## config.mk

```make
export PLATFORM = sky130hd
export DESIGN_NAME = spi_mask_master
export DESIGN_NICKNAME = d
export VERILOG_FILES = /design/src/rtl/spi_mm_pkg.sv /design/src/rtl/spi_mm_tick.sv /design/src/rtl/spi_mm_regs.sv /design/src/rtl/spi_mm_engine.sv /design/src/rtl/spi_mask_master.sv
export SDC_FILE = /design/constraint.sdc
export NUM_CORES = 1
export LEC_CHECK = 0
export BUFFER_PORTS_ARGS = -buffer_cell sky130_fd_sc_hd__clkbuf_2
export CELL_PAD_IN_SITES_DETAIL_PLACEMENT = 2
export CELL_PAD_IN_SITES_GLOBAL_PLACEMENT = 2
export CORE_MARGIN = 2
export CORE_UTILIZATION = 36
export DETAILED_ROUTE_END_ITERATION = 6
export GPL_TIMING_DRIVEN = 0
export PLACE_DENSITY = 0.86
export SYNTH_ARGS = -nofsm -noshare
export SYNTH_HDL_FRONTEND = slang
export SYNTH_HIERARCHICAL = 1
export SYNTH_SLANG_ARGS = --single-unit
```

## constraint.sdc

```tcl
create_clock -name clk -period 2.55 [get_ports clk]
set_input_delay 0 -clock clk [delete_from_list [all_inputs] [get_ports clk]]
set_output_delay 0 -clock clk [all_outputs]
set_load 0.01 [all_outputs]
```

## src/rtl/spi_mm_pkg.sv

```systemverilog
package spi_mm_pkg;

    localparam int REG_AW = 3;

    localparam logic [REG_AW-1:0] A_TXD  = 3'd0;
    localparam logic [REG_AW-1:0] A_RXD  = 3'd1;
    localparam logic [REG_AW-1:0] A_CTRL = 3'd2;
    localparam logic [REG_AW-1:0] A_MASK = 3'd3;
    localparam logic [REG_AW-1:0] A_STAT = 3'd4;
    localparam logic [REG_AW-1:0] A_IEN  = 3'd5;

    // packed so that cpol is bit0, cpha bit1, fast bit2, mask_en bit3
    typedef struct packed {
        logic mask_en;
        logic fast;
        logic cpha;
        logic cpol;
    } cfg_t;

    typedef enum logic [1:0] {
        ST_IDLE,
        ST_LOAD,
        ST_LEAD,
        ST_TRAIL
    } eng_state_t;

endpackage

```

## src/rtl/spi_mm_tick.sv

```systemverilog
module spi_mm_tick (
    input  logic busy,
    input  logic fast,
    input  logic timer_tick,
    output logic half_tick
);

    // fast mode: every cycle is a half bit; normal mode: each timer pulse is
    always_comb begin
        half_tick = busy & (fast | timer_tick);
    end

endmodule

```

## src/rtl/spi_mm_regs.sv

```systemverilog
module spi_mm_regs
    import spi_mm_pkg::*;
#(
    parameter int DATA_W = 8
) (
    input  logic              clk,
    input  logic              rst_n,
    input  logic              wr_en,
    input  logic              rd_en,
    input  logic [REG_AW-1:0] addr,
    input  logic [DATA_W-1:0] wdata,
    output logic [DATA_W-1:0] rdata,
    input  logic              eng_busy,
    input  logic              frame_done,
    input  logic [DATA_W-1:0] frame_byte,
    output cfg_t              cfg,
    output logic [DATA_W-1:0] mask_val,
    output logic [DATA_W-1:0] tx_byte,
    output logic              start,
    output logic              tx_empty,
    output logic              rx_full,
    output logic              overrun,
    output logic              irq_tx,
    output logic              irq_rx,
    output logic              irq_err
);

    localparam int CFG_W = $bits(cfg_t);
    localparam int IE_W  = 3;

    cfg_t              ctrl_q;
    logic [DATA_W-1:0] mask_q;
    logic [IE_W-1:0]   ie_q;
    logic [DATA_W-1:0] txbuf_q;
    logic [DATA_W-1:0] rxbuf_q;
    logic              txe_q;
    logic              rxf_q;
    logic              ovr_q;

    logic wr_tx, wr_ctrl, wr_mask, wr_stat, wr_ie, rd_rx;

    always_comb begin
        wr_tx   = wr_en && (addr == A_TXD);
        wr_ctrl = wr_en && (addr == A_CTRL);
        wr_mask = wr_en && (addr == A_MASK);
        wr_stat = wr_en && (addr == A_STAT);
        wr_ie   = wr_en && (addr == A_IEN);
        rd_rx   = rd_en && (addr == A_RXD);
        start   = wr_tx && !eng_busy;
    end

    always_ff @(posedge clk or negedge rst_n) begin
        if (!rst_n) begin
            ctrl_q  <= '0;
            mask_q  <= '0;
            ie_q    <= '0;
            txbuf_q <= '0;
            rxbuf_q <= '0;
            txe_q   <= 1'b1;
            rxf_q   <= 1'b0;
            ovr_q   <= 1'b0;
        end else begin
            if (wr_ctrl) ctrl_q <= cfg_t'(wdata[CFG_W-1:0]);
            if (wr_mask) mask_q <= wdata;
            if (wr_ie)   ie_q   <= wdata[IE_W-1:0];

            if (frame_done) begin
                rxbuf_q <= frame_byte;
                txe_q   <= 1'b1;
            end
            if (start) begin
                txbuf_q <= wdata;
                txe_q   <= 1'b0;
            end

            if (frame_done)  rxf_q <= 1'b1;
            else if (rd_rx)  rxf_q <= 1'b0;

            if (frame_done && rxf_q && !rd_rx) ovr_q <= 1'b1;
            else if (wr_stat && wdata[2])      ovr_q <= 1'b0;
        end
    end

    always_comb begin
        rdata = '0;
        case (addr)
            A_TXD:   rdata = txbuf_q;
            A_RXD:   rdata = rxbuf_q;
            A_CTRL:  rdata[CFG_W-1:0] = ctrl_q;
            A_MASK:  rdata = mask_q;
            A_STAT:  rdata[3:0] = {eng_busy, ovr_q, rxf_q, txe_q};
            A_IEN:   rdata[IE_W-1:0] = ie_q;
            default: rdata = '0;
        endcase
    end

    always_comb begin
        cfg      = ctrl_q;
        mask_val = mask_q;
        tx_byte  = txbuf_q;
        tx_empty = txe_q;
        rx_full  = rxf_q;
        overrun  = ovr_q;
        irq_tx   = ie_q[0] & txe_q;
        irq_rx   = ie_q[1] & rxf_q;
        irq_err  = ie_q[2] & ovr_q;
    end

endmodule

```

## src/rtl/spi_mm_engine.sv

```systemverilog
module spi_mm_engine
    import spi_mm_pkg::*;
#(
    parameter int DATA_W = 8
) (
    input  logic              clk,
    input  logic              rst_n,
    input  logic              cpol,
    input  logic              cpha,
    input  logic              mask_en,
    input  logic [DATA_W-1:0] mask_val,
    input  logic [DATA_W-1:0] tx_byte,
    input  logic              start,
    input  logic              tick,
    input  logic              miso,
    output logic              sclk,
    output logic              mosi,
    output logic              busy,
    output logic              frame_done,
    output logic [DATA_W-1:0] frame_byte
);

    localparam int                CNT_W = $clog2(DATA_W);
    localparam logic [CNT_W-1:0]  LAST  = CNT_W'(DATA_W - 1);

    eng_state_t        state_q, state_d;
    logic [DATA_W-1:0] txsh_q;
    logic [DATA_W-1:0] rxsh_q;
    logic [CNT_W-1:0]  cnt_q;
    logic              phase_q;
    logic              mosi_q;
    logic              done_q;
    logic [DATA_W-1:0] done_byte_q;

    logic [DATA_W-1:0] rx_next;
    logic              last_bit;
    logic              repeat_hit;

    always_comb begin
        rx_next    = cpha ? {rxsh_q[DATA_W-2:0], miso} : rxsh_q;
        last_bit   = (cnt_q == LAST);
        repeat_hit = mask_en && (rx_next == mask_val);
    end

    // state register
    always_ff @(posedge clk or negedge rst_n) begin
        if (!rst_n) state_q <= ST_IDLE;
        else        state_q <= state_d;
    end

    // next-state decision
    always_comb begin
        state_d = state_q;
        unique case (state_q)
            ST_IDLE:  if (start) state_d = ST_LOAD;
            ST_LOAD:  state_d = ST_LEAD;
            ST_LEAD:  if (tick) state_d = ST_TRAIL;
            ST_TRAIL: begin
                if (tick) begin
                    if (!last_bit)       state_d = ST_LEAD;
                    else if (repeat_hit) state_d = ST_LOAD;
                    else                 state_d = ST_IDLE;
                end
            end
        endcase
    end

    // datapath and registered outputs
    always_ff @(posedge clk or negedge rst_n) begin
        if (!rst_n) begin
            txsh_q      <= '0;
            rxsh_q      <= '0;
            cnt_q       <= '0;
            phase_q     <= 1'b0;
            mosi_q      <= 1'b0;
            done_q      <= 1'b0;
            done_byte_q <= '0;
        end else begin
            done_q <= 1'b0;
            unique case (state_q)
                ST_IDLE: begin
                    phase_q <= 1'b0;
                end
                ST_LOAD: begin
                    cnt_q   <= '0;
                    phase_q <= 1'b0;
                    rxsh_q  <= '0;
                    if (!cpha) begin
                        mosi_q <= tx_byte[DATA_W-1];
                        txsh_q <= {tx_byte[DATA_W-2:0], 1'b0};
                    end else begin
                        txsh_q <= tx_byte;
                    end
                end
                ST_LEAD: begin
                    if (tick) begin
                        phase_q <= 1'b1;
                        if (!cpha) begin
                            rxsh_q <= {rxsh_q[DATA_W-2:0], miso};
                        end else begin
                            mosi_q <= txsh_q[DATA_W-1];
                            txsh_q <= {txsh_q[DATA_W-2:0], 1'b0};
                        end
                    end
                end
                ST_TRAIL: begin
                    if (tick) begin
                        phase_q <= 1'b0;
                        rxsh_q  <= rx_next;
                        if (!last_bit) begin
                            cnt_q <= cnt_q + 1'b1;
                            if (!cpha) begin
                                mosi_q <= txsh_q[DATA_W-1];
                                txsh_q <= {txsh_q[DATA_W-2:0], 1'b0};
                            end
                        end else if (!repeat_hit) begin
                            done_q      <= 1'b1;
                            done_byte_q <= rx_next;
                        end
                    end
                end
            endcase
        end
    end

    always_comb begin
        sclk       = cpol ^ phase_q;
        mosi       = mosi_q;
        busy       = (state_q != ST_IDLE);
        frame_done = done_q;
        frame_byte = done_byte_q;
    end

endmodule

```

## src/rtl/spi_mask_master.sv

```systemverilog
module spi_mask_master
    import spi_mm_pkg::*;
#(
    parameter int DATA_W = 8
) (
    input  logic              clk,
    input  logic              rst_n,
    input  logic              wr_en,
    input  logic              rd_en,
    input  logic [REG_AW-1:0] addr,
    input  logic [DATA_W-1:0] wdata,
    output logic [DATA_W-1:0] rdata,
    input  logic              timer_tick,
    input  logic              miso,
    output logic              sclk,
    output logic              mosi,
    output logic              irq_tx,
    output logic              irq_rx,
    output logic              irq_err
);

    cfg_t              cfg;
    logic [DATA_W-1:0] mask_val;
    logic [DATA_W-1:0] tx_byte;
    logic              start;
    logic              eng_busy;
    logic              frame_done;
    logic [DATA_W-1:0] frame_byte;
    logic              half_tick;
    logic              tx_empty;
    logic              rx_full;
    logic              overrun;

    spi_mm_regs #(.DATA_W(DATA_W)) u_regs (
        .clk        (clk),
        .rst_n      (rst_n),
        .wr_en      (wr_en),
        .rd_en      (rd_en),
        .addr       (addr),
        .wdata      (wdata),
        .rdata      (rdata),
        .eng_busy   (eng_busy),
        .frame_done (frame_done),
        .frame_byte (frame_byte),
        .cfg        (cfg),
        .mask_val   (mask_val),
        .tx_byte    (tx_byte),
        .start      (start),
        .tx_empty   (tx_empty),
        .rx_full    (rx_full),
        .overrun    (overrun),
        .irq_tx     (irq_tx),
        .irq_rx     (irq_rx),
        .irq_err    (irq_err)
    );

    spi_mm_tick u_tick (
        .busy       (eng_busy),
        .fast       (cfg.fast),
        .timer_tick (timer_tick),
        .half_tick  (half_tick)
    );

    spi_mm_engine #(.DATA_W(DATA_W)) u_eng (
        .clk        (clk),
        .rst_n      (rst_n),
        .cpol       (cfg.cpol),
        .cpha       (cfg.cpha),
        .mask_en    (cfg.mask_en),
        .mask_val   (mask_val),
        .tx_byte    (tx_byte),
        .start      (start),
        .tick       (half_tick),
        .miso       (miso),
        .sclk       (sclk),
        .mosi       (mosi),
        .busy       (eng_busy),
        .frame_done (frame_done),
        .frame_byte (frame_byte)
    );

endmodule

```

[After elaboration in Yosys (flattened, before gate mapping)]
Cells that the tools add are included.
Storage, ports and cells
  flip-flop bits (word level): 66
  bits in latches: 0
  RAM bits: 0
  memory bits (read-only): 0
  input port bits: 17
  output and inout port bits: 13
  word-level logic and storage cells: 118
  memories kept: 0
Operators by class
  add/sub/neg operators: 1
  multiply operators: 0
  div/mod/pow operators: 0
  $lt $le $gt $ge: 0
  equality and inequality tests: 18
  shifts and indexed selects: 0
  mux-type cells: 44
  bitwise operators: 7
  reductions and logical operators: 29
Operator list (count)
  two-way mux 8 bit: 10
  one-hot mux 8 bit (3 select lines): 2
  two-way mux 1 bit: 19
  one-hot mux 3 bit (6 select lines): 1
  != test 2 bit (second input constant): 8
  one-hot mux 4 bit (3 select lines): 1
  logical AND 1 bit: 11
  nonzero test 2 bit: 5
  equality test 3 bit (second input constant): 3
  equality test 8 bit: 1
  two-way mux 2 bit: 4
  one-hot mux 2 bit (4 select lines): 1
  AND reduction 4 bit: 2
  AND reduction 7 bit: 1
  equality test 3 x 2 -> 1 bit (second input constant): 2
  two-way mux 3 bit: 2
  one-hot mux 1 bit (3 select lines): 2
  one-hot mux 3 bit (2 select lines): 1
  AND reduction 3 bit: 2
  AND reduction 6 bit: 1
  one-hot mux 1 bit (5 select lines): 1
  bitwise AND 1 bit: 4
  equality test 2 bit (second input constant): 2
  adder 3 x 1 -> 3 bit (second input constant): 1
  11 further kinds: 12

[Depth between registers and ports, before layout]
Gate-level depths: netlist (run 1).
  word-level depth: 7
  mapped depth: 9
  depth with buffers taken out: 7

[Modules after synthesis]
Netlist (run 1), hierarchy kept.
By module, submodules not included
  spi_mm_engine: instances 1, cells each 206, area each 2015.7 µm², sequential area each 800.8 µm²
  spi_mm_regs: instances 1, cells each 130, area each 1694.1 µm², sequential area each 852.1 µm²
  spi_mm_tick: instances 1, cells each 1, area each 7.5 µm², sequential area each 0.0 µm²

[Worst setup path before layout (run 1)]
OpenSTA, ideal clock, no wires.
  kind: register -> register
  start: reg u_eng.state_q[1]
  end: reg u_eng.done_byte_q[0] (netlist: u_eng/frame_byte[0])
  arrival time: 2.293 ns
  required time: 2.425 ns
  setup slack: 0.132 ns
  stages on the path, launching flop included: 10
  buffers on the path: 3
  clock period less this slack: 2.418 ns
  cells stage by stage: dfrtp_1 > clkbuf_1 > or2_2 > o21a_1 > buf_2 > and3_1 > clkbuf_1 > nand2_1 > a31oi_4 > mux2_2
On the way
  cells in the longest elaborated chain, start to end: 3
RTL lines
  start, declared: line spi_mm_engine.sv:26  | eng_state_t state_q, state_d;
  start signal, assigned: line spi_mm_engine.sv:48  | else state_q <= state_d;
  nonzero test 2 bit: line spi_mm_engine.sv:129  | busy = (state_q != ST_IDLE);
  via eng_busy: line spi_mask_master.sv:26  | logic eng_busy;
  bitwise AND 1 bit: line spi_mm_tick.sv:10  | half_tick = busy & (fast | timer_tick);
  via half_tick: line spi_mask_master.sv:29  | logic half_tick;
  AND reduction 4 bit (no source line)
  end signal, assigned: line spi_mm_engine.sv:118  | done_byte_q <= rx_next;
  end, declared: line spi_mm_engine.sv:33  | logic [DATA_W-1:0] done_byte_q;
The timed path passes the listed nets, and every way through them passes these cells.
A chain may end at the register's enable or synchronous reset.

[Worst setup path in the final report (run 1)]
  start: reg u_eng.state_q[0]
  end: reg u_eng.done_byte_q[1] (netlist: u_eng/frame_byte[1])
The elaborated chain is that of the path after synthesis.

==> results of run 1 <==
==> through the flow <==
step           hold slack [ns]  std cells  total power (uW)
2_1_floorplan           -0.296        337              3170
3_3_place_gp             0.261        500              3660
3_5_place_dp           -0.0725        501              3890
4_1_cts                 0.0706        527              5010
5_1_grt                 0.0928        527              5390
6_report                0.0707        527              5110
==> sequential cells by signal, summed over array words and instances, names as in the netlist <==
name	cells
u_eng/frame_done	1
u_regs/mask_val	8
u_regs/cfg	4
u_eng/state_q	2
u_regs/tx_empty	1
u_regs/overrun	1
u_eng/cnt_q	3
u_eng/rxsh_q	8
u_eng/mosi	1
u_regs/ie_q	3
u_eng/frame_byte	8
u_eng/phase_q	1
u_regs/tx_byte	8
u_regs/rxbuf_q	8
u_eng/txsh_q	8
u_regs/rx_full	1
==> cells by family (layout without fill, tap and decap cells) <==
| family | Yosys count | in the layout | share of synthesized area [%] |
|---|---|---|---|
| XOR/XNOR | 11 | 11 | 2.59 |
| buffers and inverters | 34 | 88 | 4.68 |
| flip-flops | 66 | 66 | 44.5 |
| AND/OR/NAND/NOR | 80 | 80 | 11.1 |
| multiplexers | 76 | 76 | 22.4 |
| AO/OA/AOI/OAI | 68 | 68 | 14.1 |
| adder cells (fa/ha/maj) | 2 | 2 | 0.673 |
==> worst min path at each step <==
stage	startpoint	to	slack, ns	cells past startpoint
floorplan	rst_n	u_eng/cnt_q[0]$_DFFE_PN0P_	-0.30	0
global placement	wdata[5]	u_regs/mask_val[5]$_DFFE_PN0P_	0.26	2
detailed placement	rst_n	u_eng/rxsh_q[3]$_DFFE_PN0P_	-0.07	1
CTS	rst_n	u_eng/cnt_q[1]$_DFFE_PN0P_	0.07	2
global route	rst_n	u_eng/cnt_q[1]$_DFFE_PN0P_	0.09	2
finish	rst_n	u_eng/cnt_q[1]$_DFFE_PN0P_	0.07	2
==> cells in the final DEF, fill, tap and decap left out, drive strengths merged, types with 2 or more instances in the layout <==
master and instances:
a211o 2, a21oi 4, a221o 8, a22o 5
a31oi 3, a32o 2, and2 5, buf 17
bufinv 2, clkbuf 45, clkinv 2, clkinvlp 3
dfrtp 65, dlygate4sd3 10, ha 2, inv 9
mux2 47, mux2i 28, nand2 34, nand3 10
nor2 15, nor2b 5, nor3 3, o21a 7
o21ai 15, o22a 3, o22ai 4, o2bb2a 4
o2bb2ai 5, xnor2 5, xor2 6
==> per-layer routing <==
metal / vias to the layer above / track usage [%] / wire length, um
li1: 1316 / - / -
met1: 1549 / 30.5 / 5600
met2: 82 / 43.1 / 6680
met3: 25 / 3.65 / 383
met4: 0 / 11.6 / 411
met5: - / 0 / 0
==> critical path: cells and delay by family (launching register included) <==
kind | cells | cell delay (ns)
buffers and inverters | 3 | 0.60
DFF | 1 | 0.41
AOI/OAI and AO/OA | 2 | 0.34
muxes | 1 | 0.33
and+or+nand+nor | 3 | 0.65
==> what timing repair did <==
item                                   CTS  global route
gates resized for setup                  5             9
setup endpoints to repair               24            24
gates cloned                             0             0
pin swaps                                0             1
hold buffers                            10             0
buffers inserted                         3             0
endpoints found under the hold margin   89             0
==> area by class of cell <==
cell class,instances,area (um2)
Inverter,10,41.3
Fill cell,1070,5760
Clock inverter,6,88.8
Timing Repair Buffer,41,300
Sequential cell,66,1650
Multi-Input combinational cell,237,1900
Buffer,21,135
Tap cell,136,170
Clock buffer,10,138
==> power groups by stage <==
stage | clock network [uW] | registers [uW] | logic, uW
detailed placement | 0 | 1900 | 1990
global placement | 0 | 1840 | 1820
floorplan | 0 | 1700 | 1460
finish | 1060 | 1920 | 2130
global route | 1120 | 1960 | 2300
CTS | 1060 | 1890 | 2060
==> results.md, run 1 <==
* Post-route DRC at 0
* Via count at approximately 3000
* Worst Setup End Kind: flop
* Worst Path Required at 2.79 ns
* Worst r2r src: u_eng/state_q[0]$_DFFE_PN0P_
* Full die area at 11200 um2
* Sequential element share of the synthesized area at 44.5%
* GRT Overall Usage at about a quarter
* Detail Placement HPWL at 8.62 mm
* Syn nets at 356
* Status: finished, final reports clean
* Final setup TNS at 0 ns
* Int Pwr at 3000 uW
* First-pass GRT wire length at just over 20 mm
* Max incr delay on CP at between 0.4 and 0.5 ns
* Worst skew pair latency at 0.37 ns
* Largest net degree at the start of global routing at 52
* # diodes at 0
* PortBufs at 27
* Core area at 10200 um2
* FF+latch count, synth at 66
* Flop pwr share at ~38%
* FF-to-FF setup slack at a little over 0.09 ns
* Critical path capture point: u_eng/frame_byte[1]$_DFFE_PN0P_
* Fin. max-slew vios at 0
* Remaining Overflow, GRT at 0
* Maximum VDD drop at ~0.00039 V
* Via density at 5.64
* Switching Power at 2110 uW
* Yosys top cell area share at 43.8%
* Tcrit/Tclk final at 96.3%
* Final hold viol count at 0
* Period minus WS final at 2.46 ns
* DRT iter0 DRCs at 179
* Final instance area at 4430 um2
* Slew margin rel. at between 50% and 60%
* Critical path type: flop to flop
* Library cells used by synthesis at ~50
* Die Wd at roughly 110 um
* Final WS setup at about 0.093 ns
* Ys async rst share at 100%
* Class of the tightest hold or removal check: primary input to asynchronous set/reset pin
* Max cap viols at 0
* Crit path max fanout at 10
* Row count at 37
* Vias in the first global route at 3442
* CTS max path bufs at 2
* TritonRoute pass-1 iters at 4
* Clk pwr share at about a fifth
* Placed Area at between 4000 and 5000 um2
* Arrival @ worst endpoint at 2.69 ns
* Power per cell area at 1150 nW/um2
* Final RePlAce weighted congestion at 0.803
* CP max stage cell: dfrtp_1
* RSZ-0062 raised after global routing: no
* FMAX at 0.407 GHz
* R2r worst-path depth at 9
* Die height at 106 um
* Crit Reg-Reg Endpoint: u_eng/frame_byte[1]$_DFFE_PN0P_
* Post-synth top area cell: dfrtp_1
* Nets at 405
* H-tree depth at 3
* Average wire per standard cell at 24.8 um
* Synth-to-layout area growth at 19.1%
* Ranking of synthesized cells by area: dfrtp_1 (44%), mux2_2 (14%), mux2i_1 (7.5%)
* Syn Inst Count at 337
* CTS tree: yes
* Leak Pwr at approximately 0.0020 uW
* YS warnings at 6
* Sequence of cells on the critical path: clkbuf_4 > or2_2 > o21a_1 > clkbuf_4 > and3_4 > nand2_1 > a31oi_4 > buf_12 > mux2_2
* # setup viols final at 0
* Initial Util at 36.5%
* Syn Std Cell Area at 3720 um2
* CTS Buf Count at 9
* Sw frac at 41.3%
* Kind of start point of the critical path: flop
* Clk pin slew, worst setup/hold paths at roughly 0.10 ns
* Average size of a mapped cell at about 11 um2
* Root Driver: clkbuf_8
* Final wirelength at 13.1 mm
* Comb power frac at between 40% and 50%
* Initial antenna violation count at 0
* Critical Path Source: u_eng/state_q[0]$_DFFE_PN0P_
* Main synth FF type: dfrtp_1
* Antenna viol nets, final at 0
* IO Pins at 30
* Clock Skew at 0.0273 ns
* Final Util at 43.5%
* Worst Tran Pin Value at 0.625 ns
* Clock sink total at 66
* Top-count cell post-synth: dfrtp_1
* Top post-synthesis cells by count: dfrtp_1 (65), mux2_2 (47), nand2_1 (34)
* Fraction of layout cells with a size suffix above 1 at 31.7%
* Most frequent CP cell: clkbuf_4
* Worst Setup Slack post-DPL at -0.588 ns
* EDFF count, synth at 0
Note: power is estimated with default switching activity, not from simulation.
==> run 2, diff against run 1 <==
- clock period: 2.55 -> 2 ns (I/O delays scaled with it)
==> run 2 against run 1 <==
Net effect:
- the flow now finishes with violations (setup timing)
- first-iteration DRC count rose by 15%
- total power increased by 43%
- global-route usage grew 0.98 points
- worst setup slack lost 0.22 ns
- core utilization rose by 4.0 points
- via count grew 5.2%
- clock power up 20%
- register-to-register slack worse by 0.22 ns
- critical path depth down 2
- largest cell class unchanged
==> results.md, run 2 (synthesized netlist as in run 1, its figures left out) <==
* Final setup TNS at -0.823 ns (-0.823 ns)
* Final wirelength at 14.6 mm (+12%)
* Worst Tran Pin Value at 0.578 ns (-0.0472 ns)
* Filler cell count at 1057 (-1.2%)
* FMAX at 0.470 GHz (+15%)
* First-pass GRT wire length at 21.5 mm (+3.9%)
* Full die area at 11200 um2 (unchanged)
* Crit path max fanout at 6 (-4)
* DRT iter0 DRCs at 206 (+15%)
* Leak Pwr at 0.00215 uW (+9.3%)
* Fraction of layout cells with a size suffix above 1 at 41.5% (+9.8 points)
* Tcrit/Tclk final at 106% (+10 points)
* Worst skew pair latency at 0.37 ns (about the same)
* Maximum VDD drop at 0.000467 V (+20%)
* Via density at 5.69 (+0.82%)
* Worst Path Required at 2.24 ns (-0.55 ns)
* TritonRoute pass-1 iters at 5 (+1)
* CTS Buf Count at 9 (unchanged)
* Worst Setup Slack post-DPL at -0.483 ns (+0.105 ns)
* Initial antenna violation count at 0 (unchanged)
* Remaining Overflow, GRT at 0 (unchanged)
* Worst hold margin at 0.0811 ns (+0.0104 ns)
* Power per cell area at 1520 nW/um2 (+31%)
* IO Pins at 30 (unchanged)
* Most common cell after layout, fill and taps aside: dfrtp_1
* Vias in the first global route at 3594 (+4.4%)
* Core area at 10200 um2 (unchanged)
* Max cap viols at 0 (unchanged)
* Status: finished, violations left
* Final instance area at 4830 um2 (+9.2%)
* Average wire per standard cell at 26.5 um (+6.9%)
* RSZ-0062 raised after global routing: yes
* Initial Util at 36.5% (unchanged)
* Clk pin slew, worst setup/hold paths at 0.08 ns (-0.02 ns)
* Detail Placement HPWL at 7.94 mm (-7.9%)
* Synth-to-layout area growth at 30.1%
* Final hold viol count at 0 (unchanged)
* Kind of start point of the critical path: flop
* # diodes at 0 (unchanged)
* Nets at 428 (+5.7%)
* Via count at 3127 (+5.2%)
* Worst Setup End Kind: flop
* PortBufs at 27 (unchanged)
* CTS max path bufs at 2 (unchanged)
* Critical path type: flop to flop
* Multi-input logic area at 2090 um2 (+10%)
* Placed Area at 4110 um2 (+1.5%)
* H-tree depth at 3 (unchanged)
* Final RePlAce weighted congestion at 0.802 (-0.15%)
* Final WS setup at -0.128 ns (-0.221 ns)
* Arrival @ worst endpoint at 2.37 ns (-0.32 ns)
* Most frequent cells in the layout: dfrtp_1 (64), mux2_2 (42), clkbuf_2 (28)
* Clock Skew at 0.0143 ns (-0.0131 ns)
* Die height at 106 um (unchanged)
* Antenna viol nets, final at 0 (unchanged)
* CTS tree: yes
* Slew margin rel. at 61.5% (+4.2 points)
* Root Driver: clkbuf_8
* Failing checks: setup timing
* Class of the tightest hold or removal check: primary input to flop
* Register area at 1650 um2 (unchanged)
* Clock sink total at 66 (unchanged)
* GRT Overall Usage at 25.9% (+0.98 points)
* # setup viols final at 16 (+16)
* Fin. max-slew vios at 0 (unchanged)
* Post-route DRC at 0 (unchanged)
* Period minus WS final at 2.13 ns (-0.329 ns)
* Row count at 37 (unchanged)
* Largest net degree at the start of global routing at 43 (-17%)
* Die Wd at 106 um (unchanged)
==> run 2: area by class of cell <==
type,instances,share of cell area (%)
Buffer,19,3.26
Multi-Input combinational cell,237,43.3
Sequential cell,66,34.2
Tap cell,136,3.52
Inverter,10,0.854
Clock inverter,6,1.71
Timing Repair Buffer,66,10.5
Clock buffer,10,2.64
==> run 2: repair_timing <==
action | in CTS | in global routing
gates cloned | 1 | 0
pin swaps | 16 | 9
gates resized for setup | 21 | 33
hold endpoints to repair | 89 | 0
buffers inserted | 11 | 17
hold buffers | 10 | 0
setup endpoints to repair | 28 | 27
==> run 2: per-layer routing <==
| metal | wire, um | share of wire, % | up-vias | track usage [%] |
|---|---|---|---|---|
| li1 | - | - | 1363 | - |
| met1 | 5980 | 41 | 1633 | 30.7 |
| met2 | 7450 | 51 | 87 | 46.7 |
| met3 | 469 | 3.2 | 44 | 3.09 |
| met4 | 694 | 4.8 | 0 | 11.5 |
| met5 | 0 | 0 | - | 0 |
==> run 2: worst paths after layout <==
check,start,endpoint,slack [ns],cells past startpoint
setup / recovery,u_regs/cfg[1]$_DFFE_PN0P_,u_eng/frame_byte[0]$_DFFE_PN0P_,-0.13,7
hold / removal,addr[1],u_regs/overrun$_DFFE_PN0P_,0.08,4
setup reg to reg,u_regs/cfg[1]$_DFFE_PN0P_,u_eng/frame_byte[0]$_DFFE_PN0P_,-0.13,7
hold reg to reg,u_eng/mosi$_DFFE_PN0P_,u_eng/mosi$_DFFE_PN0P_,0.50,2
max in group asynchronous,rst_n,u_regs/tx_empty$_DFFE_PN1P_,1.26,3
min in group asynchronous,rst_n,u_regs/rxbuf_q[6]$_DFFE_PN0P_,0.13,2
==> run 2: worst max-delay path, cell delays in order, from the launching register on <==
cell     delay (ns)
dfrtp_1        0.43
buf_12         0.19
mux2i_4        0.31
xnor2_1        0.24
nor3_4         0.09
a31oi_4        0.28
buf_12         0.17
mux2_4         0.29
==> run 2: metrics by stage <==
stage               std cells  power (uW)  utilization [%]
floorplan                 337        4160                -
global placement          500        4810             40.1
detailed placement        501        5020             40.4
CTS                       538        6670             45.5
global route              550        7670             47.5
finish                    550        7330             47.5
==> run 2: where the power goes <==
group | total (uW) | switching (uW) | internal (uW)
Sequential | 2520 | 665 | 1850
Clock | 1270 | 577 | 696
Combinational | 3540 | 1820 | 1720
Total | 7330 | 3060 | 4260
==> run 3, diff against run 2 <==
- CORE_ASPECT_RATIO: unset -> 0.7
==> run 3 against run 2 <==
Net effect:
- hold slack got worse by 0.050 ns
- the flow still finishes with violations (setup timing)
- critical endpoint unchanged
- final cell count decreased by 1.8%
- die area increased by 0.12%
- via count increased by 0.35%
- largest cell class unchanged
- routed wire length increased by 6.1%
- combinational power increased by 1%
- highest routed layer unchanged
- register-to-register slack got worse by 0.04 ns
- largest power group unchanged
==> results.md, run 3 (synthesized netlist as in run 1, its figures left out) <==
* Status: finished, violations left
* Failing checks: setup timing
* Average wire per standard cell at 28.7 um (+8.1%)
* Worst Path Required at 2.22 ns (-0.02 ns)
* Tcrit/Tclk final at 108% (+1.8 points)
* H-tree depth at 3 (unchanged)
* Die height at 89.0 um (-16%)
* Full die area at 11200 um2 (+0.12%)
* FMAX at 0.462 GHz (-1.7%)
* TritonRoute pass-1 iters at 5 (unchanged)
* Most frequent cells in the layout: dfrtp_1 (65), mux2_2 (41), clkbuf_2 (26)
* # diodes at 0 (unchanged)
* Initial Util at 37.7% (+1.2 points)
* CTS tree: yes
* Power per cell area at 1560 nW/um2 (+3.1%)
* Max incr delay on CP at 0.40 ns (-0.03 ns)
* Final std cells w/o fill at 540 (-1.8%)
* Via count at 3138 (+0.35%)
* CTS max path bufs at 2 (unchanged)
* Post-Place Cells at 493 (-1.6%)
* Clock Skew at 0.00671 ns (-0.00755 ns)
* Fin. max-slew vios at 0 (unchanged)
* Nets at 426 (-0.47%)
* Final Util at 49.3% (+1.8 points)
* Kind of start point of the critical path: flop
* Post-route DRC at 0 (unchanged)
* Clk pin slew, worst setup/hold paths at 0.06 ns (-0.02 ns)
* Worst Tran Pin Value at 0.579 ns (+0.00118 ns)
* Period minus WS final at 2.16 ns (+0.0358 ns)
* Flop pwr share at 32.8% (-1.5 points)
* Worst Setup Slack post-DPL at -0.473 ns (+0.00974 ns)
* Maximum VDD drop at 0.000575 V (+23%)
* First-pass GRT wire length at 21.9 mm (+1.9%)
* Row count at 30 (-19%)
* Final hold viol count at 0 (unchanged)
* Clk pwr share at 20.0% (+2.6 points)
* Final RePlAce weighted congestion at 0.764 (-4.7%)
* Final WS setup at -0.164 ns (-0.0358 ns)
* Fraction of layout cells with a size suffix above 1 at 42.0% (+0.44 points)
* Critical path type: flop to flop
* Worst Setup End Kind: flop
* Core area at 9870 um2 (-3.1%)
* Largest net degree at the start of global routing at 37 (-14%)
* Comb power frac at 47.2% (-1.1 points)
* Sequence of cells on the critical path: buf_8 > buf_4 > mux2i_1 > xnor2_1 > nor3_4 > a31oi_4 > buf_12 > mux2_4
* IO Pins at 30 (unchanged)
* RSZ-0062 raised after global routing: yes
* Initial antenna violation count at 0 (unchanged)
* Leak Pwr at 0.00218 uW (+1.6%)
* CTS Buf Count at 9 (unchanged)
* Root Driver: clkbuf_16
* GRT Overall Usage at 26.6% (+0.75 points)
* # setup viols final at 13 (-3)
* Final wirelength at 15.5 mm (+6.1%)
* Synth-to-layout area growth at 30.8%
* Slew margin rel. at 61.4% (-0.079 points)
* Antenna viol nets, final at 0 (unchanged)
* Crit path max fanout at 7 (+1)
* Switching Power at 3150 uW (+3.0%)
* Class of the tightest hold or removal check: primary input to flop
* Int Pwr at 4440 uW (+4.2%)
* Worst skew pair latency at 0.34 ns (-0.03 ns)
* Arrival @ worst endpoint at 2.38 ns (about the same)
* Detail Placement HPWL at 8.83 mm (+11%)
* PortBufs at 27 (unchanged)
* Vias in the first global route at 3494 (-2.8%)
* Remaining Overflow, GRT at 0 (unchanged)
* Clock sink total at 66 (unchanged)
* Max cap viols at 0 (unchanged)
* DRT iter0 DRCs at 148 (-28%)
* Die Wd at 125 um (+19%)
* Sw frac at 41.5% (-0.27 points)
* CP max stage cell: dfrtp_1
* Most common cell after layout, fill and taps aside: dfrtp_1
* Via density at 5.81 (+2.2%)
-- run 3: cell types whose count changed in the layout (fill, tap and decap cells not counted), sizes merged --
cell         before  now
buf              42   41
bufinv            2    0
clkbuf           43   45
clkinvlp          2    3
dlygate4sd3      10    7
inv               8    9
-- run 3: timing repair --
action,CTS,global route
pin swaps,15,9
buffers inserted,15,12
endpoints found under the hold margin,50,0
endpoints found under the setup margin,28,27
hold buffers,7,0
gates resized for setup,28,26
-- run 3: worst paths after layout --
path,cells after the start,slack [ns],from,end
worst max-delay path,8,-0.16,u_regs/cfg[1]$_DFFE_PN0P_,u_eng/frame_byte[0]$_DFFE_PN0P_
worst min-delay path,2,0.03,wdata[1],u_regs/tx_byte[1]$_DFFE_PN0P_
worst max register to register,8,-0.16,u_regs/cfg[1]$_DFFE_PN0P_,u_eng/frame_byte[0]$_DFFE_PN0P_
worst min register to register,1,0.51,u_eng/txsh_q[1]$_DFFE_PN0P_,u_eng/txsh_q[1]$_DFFE_PN0P_
max in group asynchronous,3,1.14,rst_n,u_regs/tx_empty$_DFFE_PN1P_
min in group asynchronous,2,0.22,rst_n,u_eng/mosi$_DFFE_PN0P_
-- run 3: cell type report --
type	instances	area (um2)
Fill cell	982	5010
Multi-Input combinational cell	237	2080
Sequential cell	66	1650
Timing Repair Buffer	62	472
Clock buffer	10	239
Buffer	21	171
Tap cell	128	160
Inverter	10	43.8
Clock inverter	6	42.5
-- run 3: stage by stage --
stage               area, um2  power, uW  setup TNS (ns)  hold WS (ns)
floorplan                3780       4160          -0.268        -0.296
global placement         4080       4830           -5.46         0.249
detailed placement       4100       5080           -6.64        0.0345
CTS                      4680       7040           -1.07       0.00513
global route             4860       7940           -1.89        0.0339
finish                   4860       7590           -1.20        0.0312
-- run 3: routing by layer --
layer | share of wire, % | GRT usage [%] | wire length (um) | vias to the layer above
met5 | 0 | 0 | 0 | -
met4 | 2.0 | 7.98 | 303 | 0
met3 | 4.3 | 5.21 | 671 | 27
met2 | 51 | 45.6 | 7910 | 87
met1 | 43 | 34.9 | 6590 | 1656
li1 | - | - | - | 1368
-- run 3: worst max-delay path: cells and delay by family, from the launching register on --
| kind | cells | cell delay (ns) |
|---|---|---|
| AOI/OAI and AO/OA | 1 | 0.13 |
| xor gates and xnor gates | 1 | 0.17 |
| buffers and inverters | 3 | 0.50 |
| DFF | 1 | 0.40 |
| muxes | 2 | 0.54 |
| and+or+nand+nor | 1 | 0.30 |
-- run 3: power groups by stage --
stage / combinational (uW) / clock [uW] / sequential, uW
after detailed placement: 2670 / 0 / 2410
after CTS: 3080 / 1540 / 2430
after floorplan: 1980 / 0 / 2180
after global placement: 2480 / 0 / 2350
final: 3580 / 1520 / 2490
after global routing: 3790 / 1600 / 2550
